$ cat src/rtl/fseq_pkg.sv
`timescale 1ns/1ps
package fseq_pkg;
    // Command codes on cmd_op
    typedef enum logic [1:0] {
        OP_NONE = 2'b00,
        OP_PROG = 2'b01,
        OP_CHIP = 2'b10,
        OP_MAIN = 2'b11
    } op_e;

    // Sequencer phases
    typedef enum logic [2:0] {
        ST_IDLE  = 3'd0,
        ST_FETCH = 3'd1,
        ST_STORE = 3'd2,
        ST_SWEEP = 3'd3,
        ST_HOLD  = 3'd4
    } st_e;
endpackage

$ cat src/rtl/fseq_hold_timer.sv
`timescale 1ns/1ps
module fseq_hold_timer #(
    parameter int CNT_W = 5
) (
    input  logic             clk,
    input  logic             rst_n,
    input  logic             clear,
    input  logic             run,
    input  logic [CNT_W-1:0] limit,
    output logic             expired
);
    localparam logic [CNT_W-1:0] ONE_C = CNT_W'(1);

    logic [CNT_W-1:0] cnt_d, cnt_q;

    always_comb begin
        cnt_d = cnt_q;
        if (clear) begin
            cnt_d = '0;
        end else if (run) begin
            cnt_d = cnt_q + ONE_C;
        end
    end

    always_ff @(posedge clk) begin
        if (!rst_n) begin
            cnt_q <= '0;
        end else begin
            cnt_q <= cnt_d;
        end
    end

    assign expired = (cnt_q == limit);
endmodule

$ cat src/rtl/fseq_poll_status.sv
`timescale 1ns/1ps
module fseq_poll_status #(
    parameter int DATA_W = 16
) (
    input  logic              clk,
    input  logic              rst_n,
    input  logic              start,
    input  logic              flag_in,
    input  logic              status_rd,
    output logic [DATA_W-1:0] status_word
);
    typedef struct packed {
        logic flag;
        logic tog;
    } stat_t;

    stat_t d, q;

    always_comb begin
        d = q;
        if (start) begin
            d.flag = flag_in;
            d.tog  = 1'b0;
        end else if (status_rd) begin
            d.tog = ~q.tog;
        end
    end

    always_ff @(posedge clk) begin
        if (!rst_n) begin
            q <= '0;
        end else begin
            q <= d;
        end
    end

    always_comb begin
        status_word    = '0;
        status_word[7] = q.flag;
        status_word[6] = q.tog;
    end
endmodule

$ cat src/rtl/flash_op_sequencer.sv
`timescale 1ns/1ps
module flash_op_sequencer
    import fseq_pkg::*;
#(
    parameter int ADDR_W       = 15,
    parameter int DATA_W       = 16,
    parameter int BOOT_W       = 13,
    parameter int PROG_CYCLES  = 8,
    parameter int ERASE_CYCLES = 16
) (
    input  logic              clk,
    input  logic              rst_n,
    input  logic              cmd_valid,
    input  logic [1:0]        cmd_op,
    input  logic [ADDR_W-1:0] cmd_addr,
    input  logic [DATA_W-1:0] cmd_data,
    input  logic              boot_lock,
    input  logic              rd_en,
    input  logic [ADDR_W-1:0] rd_addr,
    output logic              rd_valid,
    output logic [DATA_W-1:0] rd_data,
    output logic              busy,
    output logic [ADDR_W-1:0] arr_addr,
    output logic [DATA_W-1:0] arr_wdata,
    output logic              arr_we,
    input  logic [DATA_W-1:0] arr_rdata
);
    localparam int LIM_MAX = (PROG_CYCLES > ERASE_CYCLES) ? PROG_CYCLES : ERASE_CYCLES;
    localparam int CNT_W   = $clog2(LIM_MAX + 1);
    localparam logic [ADDR_W-1:0] BOOT_BASE = ADDR_W'(1) << BOOT_W;
    localparam logic [ADDR_W-1:0] ONE_A     = ADDR_W'(1);
    localparam logic [CNT_W-1:0]  PROG_LIM  = CNT_W'(PROG_CYCLES - 1);
    localparam logic [CNT_W-1:0]  ERASE_LIM = CNT_W'(ERASE_CYCLES - 1);

    typedef struct packed {
        st_e               st;
        op_e               op;
        logic [ADDR_W-1:0] addr;
        logic [DATA_W-1:0] data;
        logic              lock;
        logic [ADDR_W-1:0] sweep;
        logic              rd_valid;
        logic              rd_arr;
        logic [DATA_W-1:0] rd_word;
    } regs_t;

    regs_t d, q;

    logic              tmr_clear, tmr_run, tmr_expired;
    logic [CNT_W-1:0]  tmr_limit;
    logic              stat_start, stat_flag, stat_rd;
    logic [DATA_W-1:0] stat_word;
    logic              accept;
    logic              target_locked;

    // Signals exposed to the bound checker
    logic lock_q;
    logic op_is_prog;
    logic rd_from_arr;

    fseq_hold_timer #(.CNT_W(CNT_W)) u_timer (
        .clk     (clk),
        .rst_n   (rst_n),
        .clear   (tmr_clear),
        .run     (tmr_run),
        .limit   (tmr_limit),
        .expired (tmr_expired)
    );

    fseq_poll_status #(.DATA_W(DATA_W)) u_status (
        .clk         (clk),
        .rst_n       (rst_n),
        .start       (stat_start),
        .flag_in     (stat_flag),
        .status_rd   (stat_rd),
        .status_word (stat_word)
    );

    always_comb begin
        d          = q;
        arr_addr   = rd_addr;
        arr_wdata  = '1;
        arr_we     = 1'b0;
        tmr_clear  = 1'b0;
        tmr_run    = 1'b0;
        stat_start = 1'b0;
        stat_flag  = 1'b0;
        stat_rd    = 1'b0;
        tmr_limit  = (q.op == OP_PROG) ? PROG_LIM : ERASE_LIM;

        accept        = (q.st == ST_IDLE) && cmd_valid && (op_e'(cmd_op) != OP_NONE);
        target_locked = q.lock && (q.addr < BOOT_BASE);

        // Host read path: array when idle, status word when busy
        d.rd_valid = rd_en;
        d.rd_arr   = (q.st == ST_IDLE);
        if (rd_en && (q.st != ST_IDLE)) begin
            stat_rd   = 1'b1;
            d.rd_word = stat_word;
        end

        unique case (q.st)
            ST_IDLE: begin
                if (accept) begin
                    d.op       = op_e'(cmd_op);
                    d.addr     = cmd_addr;
                    d.data     = cmd_data;
                    d.lock     = boot_lock;
                    tmr_clear  = 1'b1;
                    stat_start = 1'b1;
                    if (op_e'(cmd_op) == OP_PROG) begin
                        stat_flag = ~cmd_data[7];
                        d.st      = ST_FETCH;
                    end else begin
                        stat_flag = 1'b0;
                        d.st      = ST_SWEEP;
                        if ((op_e'(cmd_op) == OP_CHIP) && !boot_lock) begin
                            d.sweep = '0;
                        end else begin
                            d.sweep = BOOT_BASE;
                        end
                    end
                end
            end
            ST_FETCH: begin
                arr_addr = q.addr;
                tmr_run  = 1'b1;
                d.st     = ST_STORE;
            end
            ST_STORE: begin
                arr_addr  = q.addr;
                arr_wdata = arr_rdata & q.data;
                arr_we    = !target_locked;
                tmr_run   = 1'b1;
                d.st      = ST_HOLD;
            end
            ST_SWEEP: begin
                arr_addr  = q.sweep;
                arr_wdata = '1;
                arr_we    = 1'b1;
                tmr_clear = 1'b1;
                if (q.sweep == '1) begin
                    d.st = ST_HOLD;
                end else begin
                    d.sweep = q.sweep + ONE_A;
                end
            end
            ST_HOLD: begin
                tmr_run = 1'b1;
                if (tmr_expired) begin
                    d.st = ST_IDLE;
                end
            end
            default: begin
                d.st = ST_IDLE;
            end
        endcase
    end

    always_ff @(posedge clk) begin
        if (!rst_n) begin
            q <= '{st: ST_IDLE, op: OP_NONE, default: '0};
        end else begin
            q <= d;
        end
    end

    assign busy        = (q.st != ST_IDLE);
    assign rd_valid    = q.rd_valid;
    assign rd_data     = q.rd_arr ? arr_rdata : q.rd_word;
    assign lock_q      = q.lock;
    assign op_is_prog  = (q.op == OP_PROG);
    assign rd_from_arr = q.rd_arr;
endmodule

$ cat config.mk
export PLATFORM = sky130hd
export DESIGN_NAME = flash_op_sequencer
export DESIGN_NICKNAME = d
export VERILOG_FILES = /design/src/rtl/fseq_pkg.sv /design/src/rtl/fseq_hold_timer.sv /design/src/rtl/fseq_poll_status.sv /design/src/rtl/flash_op_sequencer.sv
export SDC_FILE = /design/constraint.sdc
export NUM_CORES = 1
export LEC_CHECK = 0
export ABC_AREA = 0
export BUFFER_PORTS_ARGS = -buffer_cell sky130_fd_sc_hd__buf_2
export CAP_MARGIN = 20
export CELL_PAD_IN_SITES_DETAIL_PLACEMENT = 0
export CELL_PAD_IN_SITES_GLOBAL_PLACEMENT = 1
export CORE_MARGIN = 2
export CORE_UTILIZATION = 35
export DETAILED_ROUTE_END_ITERATION = 10
export PLACE_DENSITY = 0.76
export SLEW_MARGIN = 25
export SYNTH_ARGS = -nofsm -noshare
export SYNTH_HDL_FRONTEND = slang
export SYNTH_SLANG_ARGS = --single-unit
$ cat constraint.sdc
create_clock -name clk -period 2.2 [get_ports clk]
set_clock_uncertainty 0.1 [all_clocks]
set_input_delay 0.55 -clock clk [delete_from_list [all_inputs] [get_ports clk]]
set_output_delay 0.55 -clock clk [all_outputs]
set_load 0.02 [all_outputs]
==> results.txt <==
The worst pin sits at a relative slew slack of 66.2%. The library cell occupying the most area in the post-synthesis netlist is sky130_fd_sc_hd__dfxtp_1. The part of the cycle the worst path needs came out at 101%. The total placed instance area came out at 4050 um2. The number of antenna violations at the first check in global routing is 0. The placed wire-length estimate is 7080 um. For this run, design rule violations remaining after detail routing come to 0. The maximum number of pins on one net before global-route repair came out at 46. The later-pin clock latency in the skew report is 340 ps.

Of the synthesized area, sequential elements account for 38.2%. The flow ran to the end, but the final reports show violations. The die covers 10200 um2. The slew at the pin closest to its max-slew limit is 502 ps. Summed over all cells, the static leakage comes to 0.00191 uW. The routed via count came out at 3466. For the worst setup path, the data arrival time is 1580 ps. In this run the count of I/O pins placed on the die edge is 119.

For this design, the CTS-stage hold fixing added 0 buffers. The die outline width came out at 101 um. The total standard cell area after synthesis is 3300 um2. The height of the die is 101 um. The depth of the CTS H-tree came out at 3. The required arrival time at the worst endpoint came out at 1550 ps. The footprint of the flip-flops and latches is 1270 um2. The synthesized area per cell is 7.74 um2. The checks that failed: setup timing. The wire length of the first global-routing pass is 15200 um. The fraction of registers with async set/reset came out at 0%. The share of layout cells above drive strength 1 is 35.8%. The critical path goes through xor2_2, buf_6, clkbuf_16, a22oi_2, o21ai_1, buf_4.

Summing all non-filler instances in the final layout gives an area of 4660 um2. The initial utilization of the core area, before any placement, comes to 35.9%. The number of cells on the worst reg-to-reg path is 5. The power density over the cells came out at 675 nW/um2. Across the run, the number of max-cap violations was 0. The routed length per instance is 15.0 um. The first detailed-routing pass took 4 iterations. After layout, the minimum clock period comes to 2230 ps. The vias per cell came out at 5.13. The maximum net fanout on the critical path is 6. The post-synthesis net count is 498. The total number of yosys warnings is 0.

The final setup slack of the worst path came out at -31.7 ps. The capturing element type of the critical path is an output port. The worst setup slack for register-to-register paths is 160 ps.

Wires add up to 10100 um. The area used by multi-input combinational logic is 2030 um2. The clock-pin slew on the worst setup and hold paths is 70 ps. TritonCTS built the clock tree. Yosys mapped a number of flops with a built-in enable equal to 0. The core area came out at 9200 um2.

The number of global-route vias before repair is 3123. The final number of max-transition violations was 0. Counting the fill cells in the layout gives 919. The cell count after synthesis is 427. The count of nets left with antenna violations once routing finished came out at 0.

The tree built by TritonCTS fans out to 63 sinks. The worst setup path is launched from a flip-flop. The total overflow reported by the global router is 0. The number of distinct library cells after synthesis is 52. The net count of the finished layout is 631. The initialized floorplan defines 35 standard-cell rows. The stage delay of the slowest cell on the critical path is 360 ps.

Timing would allow up to 448 MHz. VDD sags by at most 0.282 mV. Setup repair after global routing could not meet its margin everywhere.

From synthesis to final layout, the design area changed by 41.0%. In this run the worst hold path is classified as input pin to flip-flop. The first-iteration detailed-routing DRC count came out at 91. The buffer depth of the longest clock path is 2. The worst hold-check slack is 343 ps.

The final antenna diode count is 0. By area the synthesized netlist is led by sky130_fd_sc_hd__dfxtp_1, sky130_fd_sc_hd__nand2_1, sky130_fd_sc_hd__a21boi_0. The critical path is of the flip-flop to output port type. The area share of the largest cell type after synthesis is 38.2%. The number of hold violations in the final report was 0.

The final weighted congestion in routability-driven placement is 0.797. The slowest library cell on the worst path is sky130_fd_sc_hd__dfxtp_4. The number of buffers inserted during clock tree synthesis came out at 9. The count of state elements after synthesis came out at 63. The all-layer global routing usage came out at 18.7%. The port buffer count came out at 118. CTS placed an instance of sky130_fd_sc_hd__clkbuf_8 at the clock tree root. Among all flip-flop cells after synthesis, the most frequent one is sky130_fd_sc_hd__dfxtp_1.

The worst hold path depth came out at 3. The final-report setup violation count is 7.
## synth_stat cells (all sizes together), types with 8 or more instances
cell type  count
nor2          18
nand3         13
a21boi        37
a21oi          8
clkbuf        13
a22oi         14
nand2        124
o21ai         27
dfxtp         63
a31oi          8
and2          20
buf           12
## cell families after synthesis
family          Yosys count  synth area share (%)
simple gates            207                  29.2
compound gates          109                  23.1
flops                    63                  38.2
buf+inv                  30                  4.35
xor+xnor                 11                  2.92
mux                       5                  1.59
fa+ha+maj                 2                 0.757
## where the power goes
part           switching [uW]  internal, uW
registers                44.3          1200
logic                     369           291
clock network             437           809
## metrics by stage
step	setup TNS (ps)	setup slack, ps	instances	util [%]	power [uW]
6_report	-116	-31.7	675	50.7	3150
5_1_grt	-915	-95.4	675	50.7	3300
4_1_cts	-390	-54.1	666	47.8	3110
3_5_place_dp	0	206	648	44.0	1820
3_3_place_gp	0	272	648	44.0	1820
2_1_floorplan	0	96.4	427	-	1610
## path summary, 6_finish.rpt
path                       from                 end
min reg2reg  q[65]$_SDFFE_PN0P_  q[65]$_SDFFE_PN0P_
min                 cmd_data[9]  q[43]$_SDFFE_PN0P_
max          q[68]$_SDFFE_PN0P_         arr_addr[2]
max reg2reg  q[23]$_SDFFE_PN0P_  q[31]$_SDFFE_PN0P_
## layer usage
layer	part of all wire, %	vias up	track usage, %
met1	45	1601	23.7
met4	1.8	0	7.17
met3	5.6	14	4.21
met5	0	-	0
li1	-	1744	-
met2	47	107	31.2
## cell type report
class                           count  area share (%)
Clock buffer                       12            3.33
Clock inverter                      3            1.93
Inverter                            5           0.403
Multi-Input combinational cell    334            43.5
Sequential cell                    63            27.2
Tap cell                          111            2.98
Timing Repair Buffer              147            20.6
## registers in the layout (all words and copies together) (netlist names)
register,count
u_status.status_word,2
rd_from_arr,1
u_timer.cnt_q,5
rd_valid,1
q,53
lock_q,1
## layout by cell type (no fill, tap or decap), types with 6 or more instances in the layout
cell	n
sky130_fd_sc_hd__a21boi_0	31
sky130_fd_sc_hd__nor2_1	17
sky130_fd_sc_hd__o21ai_0	10
sky130_fd_sc_hd__clkbuf_8	11
sky130_fd_sc_hd__dfxtp_1	61
sky130_fd_sc_hd__buf_4	28
sky130_fd_sc_hd__a21oi_1	8
sky130_fd_sc_hd__nand3_1	11
sky130_fd_sc_hd__and2_1	19
sky130_fd_sc_hd__nand2_1	119
sky130_fd_sc_hd__o21ai_1	11
sky130_fd_sc_hd__a22oi_2	9
sky130_fd_sc_hd__buf_2	105
sky130_fd_sc_hd__a21boi_1	6
sky130_fd_sc_hd__buf_6	7
sky130_fd_sc_hd__a31oi_1	7
## what timing repair did
item | CTS | global route
gates cloned | 1 | 3
pin swaps | 3 | 13
gates resized for setup | 22 | 45
setup endpoints to repair | 31 | 30
buffers inserted | 2 | 6
## worst max-delay path, delay by kind of cell (launching register included)
kind / cells / cell delay (ps)
buffers and inverters: 3 / 450
AO/OA/AOI/OAI: 2 / 250
XOR/XNOR: 1 / 180
flip-flops: 1 / 360
Note: power is estimated with default switching activity, not from simulation.
